<file path="src/rtl/usb_epbuf_pkg.sv">
package usb_epbuf_pkg;
  localparam logic DIR_CPU2USB = 1'b1;
  localparam logic DIR_USB2CPU = 1'b0;

  typedef struct packed {
    logic clr;
    logic done;
    logic set_rd;
    logic set_wr;
    logic stat;
  } epbuf_cmd_t;
endpackage

</file>
<file path="src/rtl/epbuf_offset_ctr.sv">
module epbuf_offset_ctr #(
  parameter int DEPTH = 12,
  parameter int W     = 4
) (
  input  logic         clk,
  input  logic         rst_n,
  input  logic         clr,
  input  logic         adv,
  output logic [W-1:0] ofs
);
  localparam logic [W-1:0] LAST = W'(DEPTH - 1);

  logic [W-1:0] ofs_q;

  always_ff @(posedge clk) begin
    if (!rst_n)        ofs_q <= '0;
    else if (clr)      ofs_q <= '0;
    else if (adv)      ofs_q <= (ofs_q == LAST) ? '0 : ofs_q + 1'b1;
  end

  assign ofs = ofs_q;

  assert_clear_zero_R1: assert property (@(posedge clk) disable iff (!rst_n)
    clr |=> (ofs == '0));
  assert_advance_wrap_R8: assert property (@(posedge clk) disable iff (!rst_n)
    (adv && !clr) |=> (ofs == (($past(ofs) == LAST) ? '0 : $past(ofs) + 1'b1)));
  assert_hold_R8: assert property (@(posedge clk) disable iff (!rst_n)
    (!adv && !clr) |=> $stable(ofs));
endmodule

</file>
<file path="src/rtl/epbuf_flags.sv">
module epbuf_flags #(
  parameter bit CTRL_EP = 1'b1
) (
  input  logic clk,
  input  logic rst_n,
  input  logic clr,
  input  logic done,
  input  logic set_rd,
  input  logic set_wr,
  input  logic stat_set,
  input  logic usb_done,
  output logic dir,
  output logic cbf,
  output logic ubf,
  output logic stat_en
);
  import usb_epbuf_pkg::*;

  logic dir_q, cbf_q, ubf_q;

  always_ff @(posedge clk) begin
    if (!rst_n)       dir_q <= DIR_CPU2USB;
    else if (set_rd)  dir_q <= DIR_CPU2USB;
    else if (set_wr)  dir_q <= DIR_USB2CPU;
  end

  always_ff @(posedge clk) begin
    if (!rst_n) begin
      cbf_q <= 1'b0;
      ubf_q <= 1'b0;
    end else if (clr) begin
      cbf_q <= 1'b0;
      ubf_q <= 1'b0;
    end else begin
      if (done)     cbf_q <= (dir_q == DIR_CPU2USB);
      if (usb_done) ubf_q <= (dir_q == DIR_USB2CPU);
    end
  end

  generate
    if (CTRL_EP) begin : g_ctrl
      logic stat_q;
      always_ff @(posedge clk) begin
        if (!rst_n)        stat_q <= 1'b0;
        else if (stat_set) stat_q <= 1'b1;
        else if (clr)      stat_q <= 1'b0;
      end
      assign stat_en = stat_q;

      assert_stat_drop_R6: assert property (@(posedge clk) disable iff (!rst_n)
        (clr && !stat_set) |=> !stat_en);
    end else begin : g_plain
      assign stat_en = 1'b0;
    end
  endgenerate

  assign dir = dir_q;
  assign cbf = cbf_q;
  assign ubf = ubf_q;

  assert_clear_flags_R2: assert property (@(posedge clk) disable iff (!rst_n)
    clr |=> (!cbf && !ubf));
  assert_clear_keeps_dir_R3: assert property (@(posedge clk) disable iff (!rst_n)
    clr |=> $stable(dir));
  assert_done_polarity_R5: assert property (@(posedge clk) disable iff (!rst_n)
    (done && !clr) |=> (cbf == $past(dir)));
endmodule

</file>
<file path="src/rtl/epbuf_len_reg.sv">
module epbuf_len_reg #(
  parameter int W = 4
) (
  input  logic         clk,
  input  logic         rst_n,
  input  logic         done,
  input  logic         dir,
  input  logic         inc_en,
  input  logic [W-1:0] ofs,
  output logic [W-1:0] len
);
  import usb_epbuf_pkg::*;

  logic [W-1:0] len_q;
  logic         load;

  assign load = done && inc_en && (dir == DIR_CPU2USB);

  always_ff @(posedge clk) begin
    if (!rst_n)    len_q <= '0;
    else if (load) len_q <= ofs;
  end

  assign len = len_q;

  assert_len_capture_R7: assert property (@(posedge clk) disable iff (!rst_n)
    (done && inc_en && dir) |=> (len == $past(ofs)));
  assert_len_hold_R7: assert property (@(posedge clk) disable iff (!rst_n)
    (!inc_en || !dir) |=> $stable(len));
endmodule

</file>
<file path="src/rtl/usb_ep_cpu_buf_ctrl.sv">
module usb_ep_cpu_buf_ctrl #(
  parameter int BUF_DEPTH  = 12,
  parameter bit IS_CTRL_EP = 1'b1,
  localparam int OFS_W     = (BUF_DEPTH > 1) ? $clog2(BUF_DEPTH) : 1
) (
  input  logic             clk,
  input  logic             rst_n,
  input  logic             cmd_valid,
  input  logic             cmd_clear,
  input  logic             cmd_done,
  input  logic             cmd_set_rd,
  input  logic             cmd_set_wr,
  input  logic             cmd_stat_en,
  input  logic             inc_en,
  input  logic             acc_stb,
  input  logic             usb_done,
  output logic [OFS_W-1:0] ofs,
  output logic             dir_cpu2usb,
  output logic             cpu_buf_full,
  output logic             usb_buf_full,
  output logic             stat_en,
  output logic [OFS_W-1:0] ep_len
);
  import usb_epbuf_pkg::*;

  epbuf_cmd_t cmd;
  logic       usb_done_eff;

  always_comb begin
    cmd.clr    = cmd_valid && cmd_clear;
    cmd.done   = cmd_valid && cmd_done && !cmd_clear;
    cmd.set_rd = cmd_valid && cmd_set_rd && !cmd_clear;
    cmd.set_wr = cmd_valid && cmd_set_wr && !cmd_set_rd && !cmd_clear;
    cmd.stat   = cmd_valid && cmd_stat_en;
  end

  assign usb_done_eff = usb_done && !cmd.clr;

  epbuf_offset_ctr #(.DEPTH(BUF_DEPTH), .W(OFS_W)) u_ofs (
    .clk   (clk),
    .rst_n (rst_n),
    .clr   (cmd.clr),
    .adv   (acc_stb && inc_en),
    .ofs   (ofs)
  );

  epbuf_flags #(.CTRL_EP(IS_CTRL_EP)) u_flags (
    .clk      (clk),
    .rst_n    (rst_n),
    .clr      (cmd.clr),
    .done     (cmd.done),
    .set_rd   (cmd.set_rd),
    .set_wr   (cmd.set_wr),
    .stat_set (cmd.stat),
    .usb_done (usb_done_eff),
    .dir      (dir_cpu2usb),
    .cbf      (cpu_buf_full),
    .ubf      (usb_buf_full),
    .stat_en  (stat_en)
  );

  epbuf_len_reg #(.W(OFS_W)) u_len (
    .clk    (clk),
    .rst_n  (rst_n),
    .done   (cmd.done),
    .dir    (dir_cpu2usb),
    .inc_en (inc_en),
    .ofs    (ofs),
    .len    (ep_len)
  );

  assert_idle_no_change_R10: assert property (@(posedge clk) disable iff (!rst_n)
    (!cmd_valid && !acc_stb && !usb_done) |=>
      ($stable(ofs) && $stable(dir_cpu2usb) && $stable(cpu_buf_full) &&
       $stable(usb_buf_full) && $stable(stat_en) && $stable(ep_len)));
  assert_clear_blocks_dir_R3: assert property (@(posedge clk) disable iff (!rst_n)
    (cmd_valid && cmd_clear) |=> $stable(dir_cpu2usb));
endmodule

</file>
<file path="config.mk">
export PLATFORM = sky130hd
export DESIGN_NAME = usb_ep_cpu_buf_ctrl
export DESIGN_NICKNAME = d
export VERILOG_FILES = /design/src/rtl/usb_epbuf_pkg.sv /design/src/rtl/epbuf_offset_ctr.sv /design/src/rtl/epbuf_flags.sv /design/src/rtl/epbuf_len_reg.sv /design/src/rtl/usb_ep_cpu_buf_ctrl.sv
export SDC_FILE = /design/constraint.sdc
export NUM_CORES = 1
export LEC_CHECK = 0
export ABC_AREA = 1
export BUFFER_PORTS_ARGS = -buffer_cell sky130_fd_sc_hd__buf_2
export CORE_AREA = 2 2 39 41
export DETAILED_ROUTE_END_ITERATION = 12
export DIE_AREA = 0 0 41 43
export GPL_TIMING_DRIVEN = 0
export PLACE_DENSITY = 0.69
export SLEW_MARGIN = 20
export SYNTH_ARGS = -nofsm -noshare
export SYNTH_HDL_FRONTEND = slang
export SYNTH_SLANG_ARGS = --single-unit
</file>
<file path="constraint.sdc">
create_clock -name clk -period 2.8 [get_ports clk]
set_input_delay 0.56 -clock clk [delete_from_list [all_inputs] [get_ports clk]]
set_output_delay 0.56 -clock clk [all_outputs]
set_load 0.02 [all_outputs]
</file>
==> qor.txt <==
post-synth net total -> 86
synthesized-area fraction occupied by adder cells -> 2.364%
post-synthesis instance area -> 529.3 um2
CTS Root Cell -> clkbuf_4
Fin Setup TNS -> 0 ns
Worst Hold Endpoint -> u_flags.stat_en
Reg-to-Reg Start -> u_ofs.ofs[1]
initial core utilization -> 38.25%
Placed Area -> 654.4 um2
worst hold slack -> 0.4509 ns
DRT iter0 DRCs -> 0
FILL cells -> 136
CTS Buf Count -> 3
mux share of post-synthesis cell area -> 0%
Nets -> 112
critical path's largest stage delay -> 0.48 ns
DRT antenna net count -> 0
Lkg Pwr -> 0.3484 nW
Seq/Total Area, Yosys -> 45.39%
CTS resizes -> 0
Worst Skew -> 0.003952 ns
post-synthesis compound-gate area fraction -> 8.038%
layout cells sized above 1 -> 28.28%
Power Density -> 526.4 nW/um2
MaxCap Viol Count -> 0
max_slew headroom -> 81.85%
# Post-CTS Setup Buffers -> 0
core area -> 1384 um2
CTS tree -> built
total power -> 0.3635 mW
most frequent cells in the layout -> buf_2, nand2_1, nor2_1
Final Non-Filler Cells -> 115
# IOs -> 23
Synth area leader -> dfxtp_1
status -> finished, final reports clean
CP endpoint kind -> output pin
final setup violation count -> 0
residual DRC count -> 0
commonest non-fill, non-tap cell in the layout -> buf_2
XOR/XNOR Fraction of Synth Area -> 0%
R2R Path End -> u_ofs.ofs[3]
vias in the first global route -> 423
clk slew on worst S/H paths -> 0.07 ns
Setup Crit Path Kind -> reg2out
final instance area -> 690.7 um2
Cell variety after synth -> 14
Tcrit/Tclk final -> 54.65%
vias per cell -> 4.496
Die X -> 41 um
hold depth -> 2
worst-margin pin slew -> 0.2718 ns
largest net degree at the start of global routing -> 9
clk_lat worst skew -> 0.27 ns
share of the synthesized area in the top cell type -> 45.39%
main combinational cell family by area after synthesis -> simple AND/OR/NAND/NOR gates
Crit Path Max Fanout -> 8
max-slew violation count -> 0
P&R area growth vs syn -> 30.50%
RSZ-0062 raised after global routing -> false
DP HPWL -> 848.3 um
Pre-antenna DRT Iters -> 1
first-pass GRT wire length -> 1614 um
CP Data Arrival Time -> 0.97 ns
Hold Buf Count CTS -> 0
Hold Vio Cnt, Final -> 0
main area contributors after synthesis -> dfxtp_1, nand2_1, nor2_1, nand3_1, inv_1
hold crit path type -> reg2reg
highest clock rate -> 0.6535 GHz
cells after synthesis -> 74
Slowest cell on crit path -> dfxtp_1
# rows -> 14
Post-Synth Simple-Gate Area -> 38.30%
CTS sink count -> 12
Worst Setup Start Kind -> register
final wirelength -> 1016 um
Max VDD drop -> 0.0002441 V
worst path bufs/invs -> 1
Crit path max-delay family -> flip-flops
#FFs+latches synth -> 12
CP cell instances -> buf_2
hold path start -> u_flags.stat_en
Overflow after GRT -> 0
Total GRT Usage -> 13.55%
routability cong. -> 0.6944
Tmin final -> 1.530 ns
die area -> 1763 um2
Yosys warnings -> 0
Critical Path RT -> 2.24 ns
maximum clock path buffer count -> 2
via count -> 517
r2r setup slk -> 1.78 ns
Avg Cell Area, Syn -> 7.152 um2
initial antenna violation count -> 0
antenna cells -> 0
DR WL/cell -> 8.835 um
Port-buffer cells -> 21
# placed instances -> 111
die height -> 43 um
FF-to-FF path depth -> 4
H-tree depth -> 1
## layer usage
| metal | part of all wire (%) | track usage, % |
|---|---|---|
| met1 | 50 | 17.11 |
| met2 | 40 | 19.06 |
| met3 | 8.1 | 6.283 |
| met4 | 1.7 | 6.000 |
| met5 | 0 | 0 |
## layout make-up
type                            instances  area (um2)  share of cell area [%]
Buffer                                  1       5.005                  0.7246
Multi-Input combinational cell         54       257.7                   37.32
Timing Repair Buffer                   21       105.1                   15.22
Sequential cell                        12       240.2                   34.78
Inverter                                7       26.28                   3.804
Tap cell                               16       20.02                   2.899
Clock buffer                            4       36.28                   5.254
## worst max-delay path by stage
stage | startpoint | end | slack [ns] | cells after the start
2_1_floorplan | inc_en | u_ofs.ofs[3] | 1.63 | 6
3_3_place_gp | cmd_valid | u_len.len[3] | 1.48 | 6
3_5_place_dp | cmd_valid | u_len.len[1] | 1.49 | 6
4_1_cts | u_flags.dir | dir_cpu2usb | 1.25 | 1
5_1_grt | u_flags.dir | dir_cpu2usb | 1.20 | 1
6_report | u_flags.dir | dir_cpu2usb | 1.27 | 1
## per-stage QoR
step | utilization, % | worst slack, ns
6_report | 49.91 | 1.270
5_1_grt | 49.91 | 1.203
4_1_cts | 49.91 | 1.255
3_5_place_dp | 47.29 | 1.486
3_3_place_gp | 47.29 | 1.481
2_1_floorplan | - | 1.630
## cell families after synthesis
| logic type | count (synthesis) |
|---|---|
| buf+inv | 8 |
| simple gates | 45 |
| compound gates | 8 |
| fa+ha+maj | 1 |
| flops | 12 |
## power by group
group / switching [mW] / internal (mW)
clock: 0.0561 / 0.0790
sequential: 0.00474 / 0.177
combinational: 0.0290 / 0.0175
## sequential cells by signal, summed over array words and instances (netlist names)
signal / flops
u_flags.dir: 1
u_flags.cbf: 1
u_flags.ubf: 1
u_len.len: 4
u_ofs.ofs: 4
u_flags.stat_en: 1
## synth_stat cells, drive strengths merged
library cell,number
a21oi,3
inv,7
nor2,15
nand3,6
nand4,5
ha,1
o21ai,4
buf,1
dfxtp,12
nand2,19
a211oi,1
(Power assumes the default switching activity.)
